--- src/rtl/wiper_pkg.sv ---
package wiper_pkg;
  typedef enum logic [2:0] {
    OP_HOLD, OP_LOAD, OP_INC, OP_DEC, OP_DBL, OP_HALF
  } wiper_op_e;

  localparam logic [3:0] CMD_HALF_ONE = 4'd4;
  localparam logic [3:0] CMD_HALF_ALL = 4'd5;
  localparam logic [3:0] CMD_DEC_ONE  = 4'd6;
  localparam logic [3:0] CMD_DEC_ALL  = 4'd7;
  localparam logic [3:0] CMD_LOAD     = 4'd11;
  localparam logic [3:0] CMD_DBL_ONE  = 4'd12;
  localparam logic [3:0] CMD_DBL_ALL  = 4'd13;
  localparam logic [3:0] CMD_INC_ONE  = 4'd14;
  localparam logic [3:0] CMD_INC_ALL  = 4'd15;
endpackage

--- src/rtl/wiper_cmd_decode.sv ---
module wiper_cmd_decode
  import wiper_pkg::*;
#(
  parameter int CH_IDX = 0
) (
  input  logic       cmd_valid_i,
  input  logic [3:0] cmd_i,
  input  logic       addr_lsb_i,
  input  logic       wp_ni,
  output wiper_op_e  op_o
);
  logic sel;
  assign sel = (addr_lsb_i == CH_IDX[0]);

  always_comb begin
    op_o = OP_HOLD;
    if (cmd_valid_i && wp_ni) begin
      unique case (cmd_i)
        CMD_LOAD:     op_o = sel ? OP_LOAD : OP_HOLD;
        CMD_INC_ONE:  op_o = sel ? OP_INC  : OP_HOLD;
        CMD_INC_ALL:  op_o = OP_INC;
        CMD_DEC_ONE:  op_o = sel ? OP_DEC  : OP_HOLD;
        CMD_DEC_ALL:  op_o = OP_DEC;
        CMD_DBL_ONE:  op_o = sel ? OP_DBL  : OP_HOLD;
        CMD_DBL_ALL:  op_o = OP_DBL;
        CMD_HALF_ONE: op_o = sel ? OP_HALF : OP_HOLD;
        CMD_HALF_ALL: op_o = OP_HALF;
        default:      op_o = OP_HOLD;
      endcase
    end
  end
endmodule

--- src/rtl/wiper_step_alu.sv ---
module wiper_step_alu
  import wiper_pkg::*;
#(
  parameter int WIPER_W = 10
) (
  input  wiper_op_e            op_i,
  input  logic [WIPER_W-1:0]   cur_i,
  input  logic [WIPER_W-1:0]   data_i,
  output logic [WIPER_W-1:0]   nxt_o
);
  localparam logic [WIPER_W-1:0] CODE_MAX  = {WIPER_W{1'b1}};
  localparam logic [WIPER_W-1:0] CODE_ZERO = '0;
  localparam logic [WIPER_W-1:0] CODE_ONE  = WIPER_W'(1);

  always_comb begin
    nxt_o = cur_i;
    unique case (op_i)
      OP_LOAD: nxt_o = data_i;
      OP_INC:  nxt_o = (cur_i == CODE_MAX)  ? CODE_MAX  : cur_i + CODE_ONE;
      OP_DEC:  nxt_o = (cur_i == CODE_ZERO) ? CODE_ZERO : cur_i - CODE_ONE;
      OP_DBL: begin
        // top bit set means at or above midscale: pin to full scale
        if (cur_i[WIPER_W-1])        nxt_o = CODE_MAX;
        else if (cur_i == CODE_ZERO) nxt_o = CODE_ONE;
        else                         nxt_o = {cur_i[WIPER_W-2:0], 1'b0};
      end
      OP_HALF: nxt_o = {1'b0, cur_i[WIPER_W-1:1]};
      default: nxt_o = cur_i;
    endcase
  end
endmodule

--- src/rtl/wiper_reg_slice.sv ---
module wiper_reg_slice #(
  parameter int WIPER_W = 10
) (
  input  logic               clk_i,
  input  logic               rst_ni,
  input  logic               restore_ld_i,
  input  logic [WIPER_W-1:0] restore_val_i,
  input  logic [WIPER_W-1:0] nxt_i,
  output logic [WIPER_W-1:0] q_o
);
  localparam logic [WIPER_W-1:0] CODE_MID = {1'b1, {(WIPER_W-1){1'b0}}};

  // restore outranks command and ignores write protect
  always_ff @(posedge clk_i or negedge rst_ni) begin
    if (!rst_ni)           q_o <= CODE_MID;
    else if (restore_ld_i) q_o <= restore_val_i;
    else                   q_o <= nxt_i;
  end
endmodule

--- src/rtl/dual_wiper_update.sv ---
module dual_wiper_update
  import wiper_pkg::*;
#(
  parameter int WIPER_W = 10
) (
  input  logic                   clk_i,
  input  logic                   rst_ni,
  input  logic                   cmd_valid_i,
  input  logic [3:0]             cmd_i,
  input  logic                   addr_lsb_i,
  input  logic [WIPER_W-1:0]     data_i,
  input  logic                   wp_ni,
  input  logic [1:0]             restore_ld_i,
  input  logic [2*WIPER_W-1:0]   restore_val_i,
  output logic [2*WIPER_W-1:0]   wiper_o
);
  localparam int NUM_CH = 2;

  for (genvar ch = 0; ch < NUM_CH; ch++) begin : g_ch
    wiper_op_e          op;
    logic [WIPER_W-1:0] nxt;

    wiper_cmd_decode #(.CH_IDX(ch)) u_dec (
      .cmd_valid_i (cmd_valid_i),
      .cmd_i       (cmd_i),
      .addr_lsb_i  (addr_lsb_i),
      .wp_ni       (wp_ni),
      .op_o        (op)
    );

    wiper_step_alu #(.WIPER_W(WIPER_W)) u_alu (
      .op_i   (op),
      .cur_i  (wiper_o[ch*WIPER_W +: WIPER_W]),
      .data_i (data_i),
      .nxt_o  (nxt)
    );

    wiper_reg_slice #(.WIPER_W(WIPER_W)) u_reg (
      .clk_i         (clk_i),
      .rst_ni        (rst_ni),
      .restore_ld_i  (restore_ld_i[ch]),
      .restore_val_i (restore_val_i[ch*WIPER_W +: WIPER_W]),
      .nxt_i         (nxt),
      .q_o           (wiper_o[ch*WIPER_W +: WIPER_W])
    );
  end
endmodule

--- config.mk ---
export PLATFORM = sky130hd
export DESIGN_NAME = dual_wiper_update
export DESIGN_NICKNAME = d
export VERILOG_FILES = /design/src/rtl/wiper_pkg.sv /design/src/rtl/wiper_cmd_decode.sv /design/src/rtl/wiper_step_alu.sv /design/src/rtl/wiper_reg_slice.sv /design/src/rtl/dual_wiper_update.sv
export SDC_FILE = /design/constraint.sdc
export NUM_CORES = 1
export LEC_CHECK = 0
export ABC_AREA = 1
export BUFFER_PORTS_ARGS = -buffer_cell sky130_fd_sc_hd__buf_2
export CORE_ASPECT_RATIO = 1.2
export CORE_MARGIN = 2
export CORE_UTILIZATION = 61
export DETAILED_ROUTE_END_ITERATION = 10
export GPL_ROUTABILITY_DRIVEN = 0
export GPL_TIMING_DRIVEN = 0
export PLACE_DENSITY = 0.95
export SYNTH_ARGS = -nofsm -noshare
export SYNTH_HDL_FRONTEND = slang
export SYNTH_HIERARCHICAL = 1
export SYNTH_SLANG_ARGS = --single-unit
--- constraint.sdc ---
create_clock -name clk_i -period 4.2 [get_ports clk_i]
set_input_delay 0.42 -clock clk_i [delete_from_list [all_inputs] [get_ports clk_i]]
set_output_delay 0.42 -clock clk_i [all_outputs]
set_load 0.01 [all_outputs]
# --- Word level (Yosys, flattened, before mapping) ---
# Index checks and enable logic that the tools add are counted.
# Widths: inputs -> output; s select.
op_classes:
  n_addsub: 4
  eq_ne: 21
  muxes: 26
  reduce_logical: 5
ops:
  columns: ["operator", "count"]
  rows:
  - ["$mux 10", 10]
  - ["$pmux 10 s5", 2]
  - ["$pmux 3 s9", 2]
  - ["$add 10x1->10 const B", 2]
  - ["$eq 10x10->1 const B", 2]
  - ["$eq 4x4->1 const B", 5]
  - ["$logic_not 10->1", 2]
  - ["$sub 10x1->10 const B", 2]
  - ["$mux 3", 6]
  - ["$eq 4x3->1 const B", 4]
  - ["$eq 3x2->1 const B", 4]
  - ["$eq 3x3->1 const B", 4]
  - ["$reduce_bool 6->1", 2]
  - ["$mux 2", 4]
  - ["$eq 3x1->1 const B", 2]
  - ["$mux 1", 2]
  - ["$logic_and 1x1->1", 1]
word_totals:
  reg_bits: 20
  inputBits: 41
  word_cells: 58

# --- Logic depth before layout (Yosys ltp) ---
depth:
  ltp_word: 6
  depth_mapped: 17
  ltp_nobuf: 17

# --- Modules after synthesis ---
# Netlist, hierarchy kept.
modules_own_cells:
  columns: ["module", "instances", "cells_per_inst", "area_per_inst_um2"]
  rows:
  - ["wiper_step_alu (g_ch[1].u_alu)", 1, 214, 1099.8]
  - ["wiper_step_alu (g_ch[0].u_alu)", 1, 231, 1081.0]
  - ["wiper_reg_slice", 2, 42, 379.1]
  - ["wiper_cmd_decode (g_ch[1].u_dec)", 1, 15, 66.3]
  - ["wiper_cmd_decode (g_ch[0].u_dec)", 1, 13, 61.3]

# --- Least setup slack after synthesis ---
# No wires, ideal clock.
synth_timing:
  kind: "input to register"
  from: "input cmd_i[0]"
  to: "register g_ch[0].u_reg.q_o[3]"
  setup_ps: 116
  arrival_time_ps: 1855
  path_slack_ps: 2229
  cell_stages: 13
  n_path_buf: 0
  cell_sequence: "inv_1 -> nand2_1 -> nand2_1 -> nor3_1 -> inv_2 -> nand2_2 -> nand3_2 -> inv_1 -> nand2_1 -> nand2_1 -> inv_1 -> nand2_1 -> nand2_1"
synth_via:
  elab_chain_len: 6
  elab_cells_between_ends: 19
  classes_between: "14 x eq/ne; 4 x mux; 1 x reduce/logical"
synth_lines:
  columns: ["item", "line_no", "rtl"]
  rows:
  - ["start, declared", "dual_wiper_update.sv:9", "input logic [3:0] cmd_i,"]
  - ["$eq 4x3->1 or $eq 4x4->1 (tied branches)", "wiper_cmd_decode.sv:18", "unique case (cmd_i)"]
  - ["$pmux 3 s9 (*)", "wiper_cmd_decode.sv:18", null]
  - ["$mux 3 (*)", "wiper_cmd_decode.sv:17", "if (cmd_valid_i && wp_ni) begin"]
  - ["via g_ch[0].op[2]", "dual_wiper_update.sv:20", "wiper_op_e op;"]
  - ["$eq 3x3->1, or another cell as far along", "wiper_step_alu.sv:17", "unique case (op_i)"]
  - ["$pmux 10 s5 (*)", "wiper_step_alu.sv:17", null]
  - ["via g_ch[0].nxt[3]", "dual_wiper_update.sv:21", "logic [WIPER_W-1:0] nxt;"]
  - ["$mux 10 (*)", "wiper_reg_slice.sv:16", "else if (restore_ld_i) q_o <= restore_val_i;"]
  - ["end signal, assigned", "wiper_reg_slice.sv:16", null]
  - ["end signal, assigned", "wiper_reg_slice.sv:17", "else q_o <= nxt_i;"]
  - ["end, declared", "wiper_reg_slice.sv:9", "output logic [WIPER_W-1:0] q_o"]
# The timed path passes the listed nets; every way through them passes the cells marked *.
# A chain may end at the register's enable or synchronous reset.

# --- Final worst setup path ---
layout_timing:
  from: "input cmd_i[0]"
  to: "register g_ch[0].u_reg.q_o[8]"
# The elaborated chain is that of the path after synthesis.

==> summary.txt <==
Setup path
  • Startpoint of the worst setup timing path: cmd_i[0]
  • Critical path endpoint category: flip-flop
  • End of the worst register-to-register path: g_ch[1].u_reg/q_o[8]
  • Required @ worst endpoint: 4.35 ns
  • Arrival time of data at the critical path endpoint: 2.39 ns
  • Largest fanout on the critical path: 9
  • Worst-case reg-to-reg path depth: 9
  • FF-to-FF setup slack: 2.29 ns
  • Kind of start point of the critical path: input port
  • Crit Path Class: input port to flip-flop
  • Crit Reg-Reg Startpoint: g_ch[1].u_reg/q_o[9]

STA
  • Final hold violation count: 0
  • Sum of negative setup slack: 0 ns
  • Setup repair after global routing missed its margin: false
  • Final setup violation count: 0
  • Headroom to the max-slew limit: 47.1%
  • Final Cycle Share: between 50% and 60%
  • Transition time of the tightest slew-check pin: 0.788 ns
  • Pins Over Slew Limit: 0
  • Maximum clock rate: 446 MHz
  • Final critical delay including setup and external delays: 2.24 ns
  • Final Skew: 0.00629 ns

Place
  • Detailed placement HPWL: 7210 um
  • Count of buffers inserted at the top-level ports: 60

Route
  • Number of design-rule violations left by the first detailed-router iteration: between 500 and 600
  • Drt first pass iters: 8
  • Detailed-route DRC error count: 0
  • Count of antenna-violating nets left after detailed routing: 0
  • Sum of routed wire length over all layers: 9300 um
  • Via count: 3911
  • Via density per instance: 5.74
  • Routed WL per cell: 13.7 um

Flow run
  • Number of maximum-capacitance constraint violations: 0

Logic synthesis
  • Cell area after technology mapping: 3070 um^2
  • Asr flop ratio synth: 100%
  • Mean area per synthesized cell: around 5.5 um^2
  • FF+latch count, synth: 20
  • Gate count of the mapped netlist: 557
  • Net count after synthesis: 604
  • Sequential fraction of the synthesis area: 16.4%
  • Primary flip-flop cell chosen by synthesis mapping: sky130_fd_sc_hd__dfrtp_1
  • Yosys warning total: 6
  • Number of flops mapped to enable cells by yosys: 0
  • Count of different cell masters after synthesis: 32

Layout
  • Number of filler instances in the final layout: 452
  • Antenna diode count: 0
  • Area growth from synthesis to layout: 14.6%
  • Registers with the highest flip-flop counts: g_ch.u_reg/q_o: 20 flops
  • Share of final-layout standard cells stronger than drive strength 1: 21.3%
  • Final net count: 669
  • Flip-flop count of the largest register, all copies and words added: 20
  • Register name with the most flops: g_ch.u_reg/q_o

Floorplan
  • Number of ports placed on the die boundary: 61
  • Area of the placeable core: 4900 um^2
  • Core Rows: 28
  • Overall die area: 5610 um^2
  • Die width: 68.7 um
  • Effective utilization at floorplan: 62.5%
  • Vertical die dimension: 81.7 um

Global route
  • Sum of overflow across all layers after global routing: 0
  • Largest net degree at the start of global routing: 21
  • Most utilized layer in the global route result: met2
  • Via count of the first global-routing pass: 3515
  • Antenna violations before repair: 0
  • Global-route wire length before repair: 15400 um
  • Met1 Usage GRT: 39.7%
  • Grt met3 use: 5.34%
  • Global Route Usage Sum: 35.0%
  • Met2 capacity usage during global routing: 62.7%

Clock tree
  • Number of buffers inserted by hold repair at cts: 0
  • Clock tree from TritonCTS: done
  • Number of sinks driven by the clock tree: 20
  • Post-cts repair resize count: 0
  • Count of H-tree levels built during CTS: 1
  • Clock transition at path regs: ~0.080 ns
  • Total setup buffers inserted after CTS: 0
  • Clock latency at the later pin of the worst-skew pair: 0.26 ns
  • Num CTS Buffers: 3
  • Master cell of the clock root buffer: sky130_fd_sc_hd__clkbuf_8
  • Clock buffer depth: 2

Worst hold path
  • Worst hold-check path type: input port to async pin

Power and ir drop
  • Power density normalized to cell area: 237 nW/um^2
  • Max IR drop VDD: 208 uV
  • Design Power: between 0.0008 and 0.0009 W
  • Static Leakage: 1.91 nW

Status
  • Result of the run: finished, final reports clean
[per-stage QoR]
step                area (um^2)  utilization, %  std cells  setup WS, ns  hold WS [ns]
finish                     3510            71.6        681          1.96         0.101
global route               3510            71.6        681          1.76         0.129
CTS                        3510            71.6        681          2.01         0.102
detailed placement         3440            70.2        677          1.74         0.392
global placement           3440            70.2        677          1.79         0.385
floorplan                  3070               -        557          2.23         0.124
[where the power goes]
part           leakage [nW]  internal [W]  switching, W  total, W
combinational          1.64      0.000142      0.000257  0.000399
sequential            0.239      0.000216     0.0000268  0.000242
clock                0.0357      0.000127     0.0000654  0.000193
[logic make-up after synthesis]
kind of cell             synth area share [%]
AND/OR/NAND/NOR                          58.0
buffers and inverters                    12.6
AO/OA/AOI/OAI                            7.71
flip-flops                               16.4
XOR/XNOR                                 2.86
adder cells (fa/ha/maj)                  2.45
[cell usage after synthesis, drive strengths merged, types with 2 or more instances]
cell / instances / area, um^2
nand4: 15 / 93.8
inv: 65 / 244
dfstp: 2 / 52.6
dfrtp: 18 / 450
xnor2: 2 / 17.5
nand3: 61 / 353
nand2: 231 / 890
xor2: 8 / 70.1
buf: 15 / 134
o21ai: 35 / 179
ha: 6 / 75.1
nor3: 5 / 25.0
a21oi: 6 / 30.0
nor2: 80 / 385
[worst max path at each step]
stage | endpoint | slack [ns]
final | g_ch[0].u_reg/q_o[8] | 1.96
after global placement | g_ch[0].u_reg/q_o[5] | 1.79
after floorplan | g_ch[0].u_reg/q_o[3] | 2.23
after detailed placement | g_ch[0].u_reg/q_o[5] | 1.74
after global routing | g_ch[0].u_reg/q_o[7] | 1.76
after CTS | g_ch[0].u_reg/q_o[8] | 2.01
[worst max-delay path: stages]
cell	delay, ns
sky130_fd_sc_hd__buf_2	0.12
sky130_fd_sc_hd__inv_1	0.04
sky130_fd_sc_hd__nand2_1	0.07
sky130_fd_sc_hd__nand2_1	0.09
sky130_fd_sc_hd__nor3_1	0.62
sky130_fd_sc_hd__inv_2	0.11
sky130_fd_sc_hd__nand2_2	0.13
sky130_fd_sc_hd__nand3_2	0.18
sky130_fd_sc_hd__inv_1	0.29
sky130_fd_sc_hd__nand2_1	0.08
sky130_fd_sc_hd__nand2_1	0.09
sky130_fd_sc_hd__inv_1	0.04
sky130_fd_sc_hd__nand2_1	0.06
sky130_fd_sc_hd__nand2_1	0.05
[area by class of cell]
cell class              count  area [um^2]  share of cell area [%]
multi-input cells         455         2180                    62.0
flip-flops and latches     20          503                    14.3
repair buffers             60          300                    8.55
inverters                  66          248                    7.05
plain buffers              16          138                    3.92
well taps                  60         75.1                    2.14
clock buffers               3         41.3                    1.18
clock inverters             1         30.0                   0.855
[per-layer routing]
metal	share of wire, %	vias to the layer above
met5	0	-
met4	4.5	0
met3	8.8	52
met2	50	259
met1	36	1716
li1	-	1884
[cells in the final DEF, fill, tap and decap left out]
cell / n
sky130_fd_sc_hd__dfstp_2: 2
sky130_fd_sc_hd__nand4_1: 15
sky130_fd_sc_hd__buf_4: 1
sky130_fd_sc_hd__buf_2: 65
sky130_fd_sc_hd__dfrtp_1: 18
sky130_fd_sc_hd__nor2_2: 10
sky130_fd_sc_hd__a31oi_1: 1
sky130_fd_sc_hd__nor3_1: 5
sky130_fd_sc_hd__nand2_2: 9
sky130_fd_sc_hd__nand3_4: 3
sky130_fd_sc_hd__nor3b_2: 1
sky130_fd_sc_hd__clkbuf_8: 3
sky130_fd_sc_hd__inv_2: 16
sky130_fd_sc_hd__ha_1: 6
sky130_fd_sc_hd__inv_1: 49
sky130_fd_sc_hd__bufinv_16: 1
sky130_fd_sc_hd__o22ai_1: 1
sky130_fd_sc_hd__a21oi_1: 6
sky130_fd_sc_hd__a22oi_1: 1
sky130_fd_sc_hd__nand3_2: 2
sky130_fd_sc_hd__nor2_4: 8
sky130_fd_sc_hd__buf_6: 9
sky130_fd_sc_hd__o21ai_1: 3
sky130_fd_sc_hd__nand3b_4: 1
sky130_fd_sc_hd__o21ai_0: 31
sky130_fd_sc_hd__clkbuf_1: 1
sky130_fd_sc_hd__nand2_1: 222
sky130_fd_sc_hd__xnor2_1: 2
sky130_fd_sc_hd__a211oi_1: 1
sky130_fd_sc_hd__clkinv_1: 1
sky130_fd_sc_hd__nor2_1: 62
sky130_fd_sc_hd__xor2_1: 8
sky130_fd_sc_hd__o21ai_2: 1
sky130_fd_sc_hd__nand3_1: 56
Note: power is estimated with default switching activity, not from simulation.
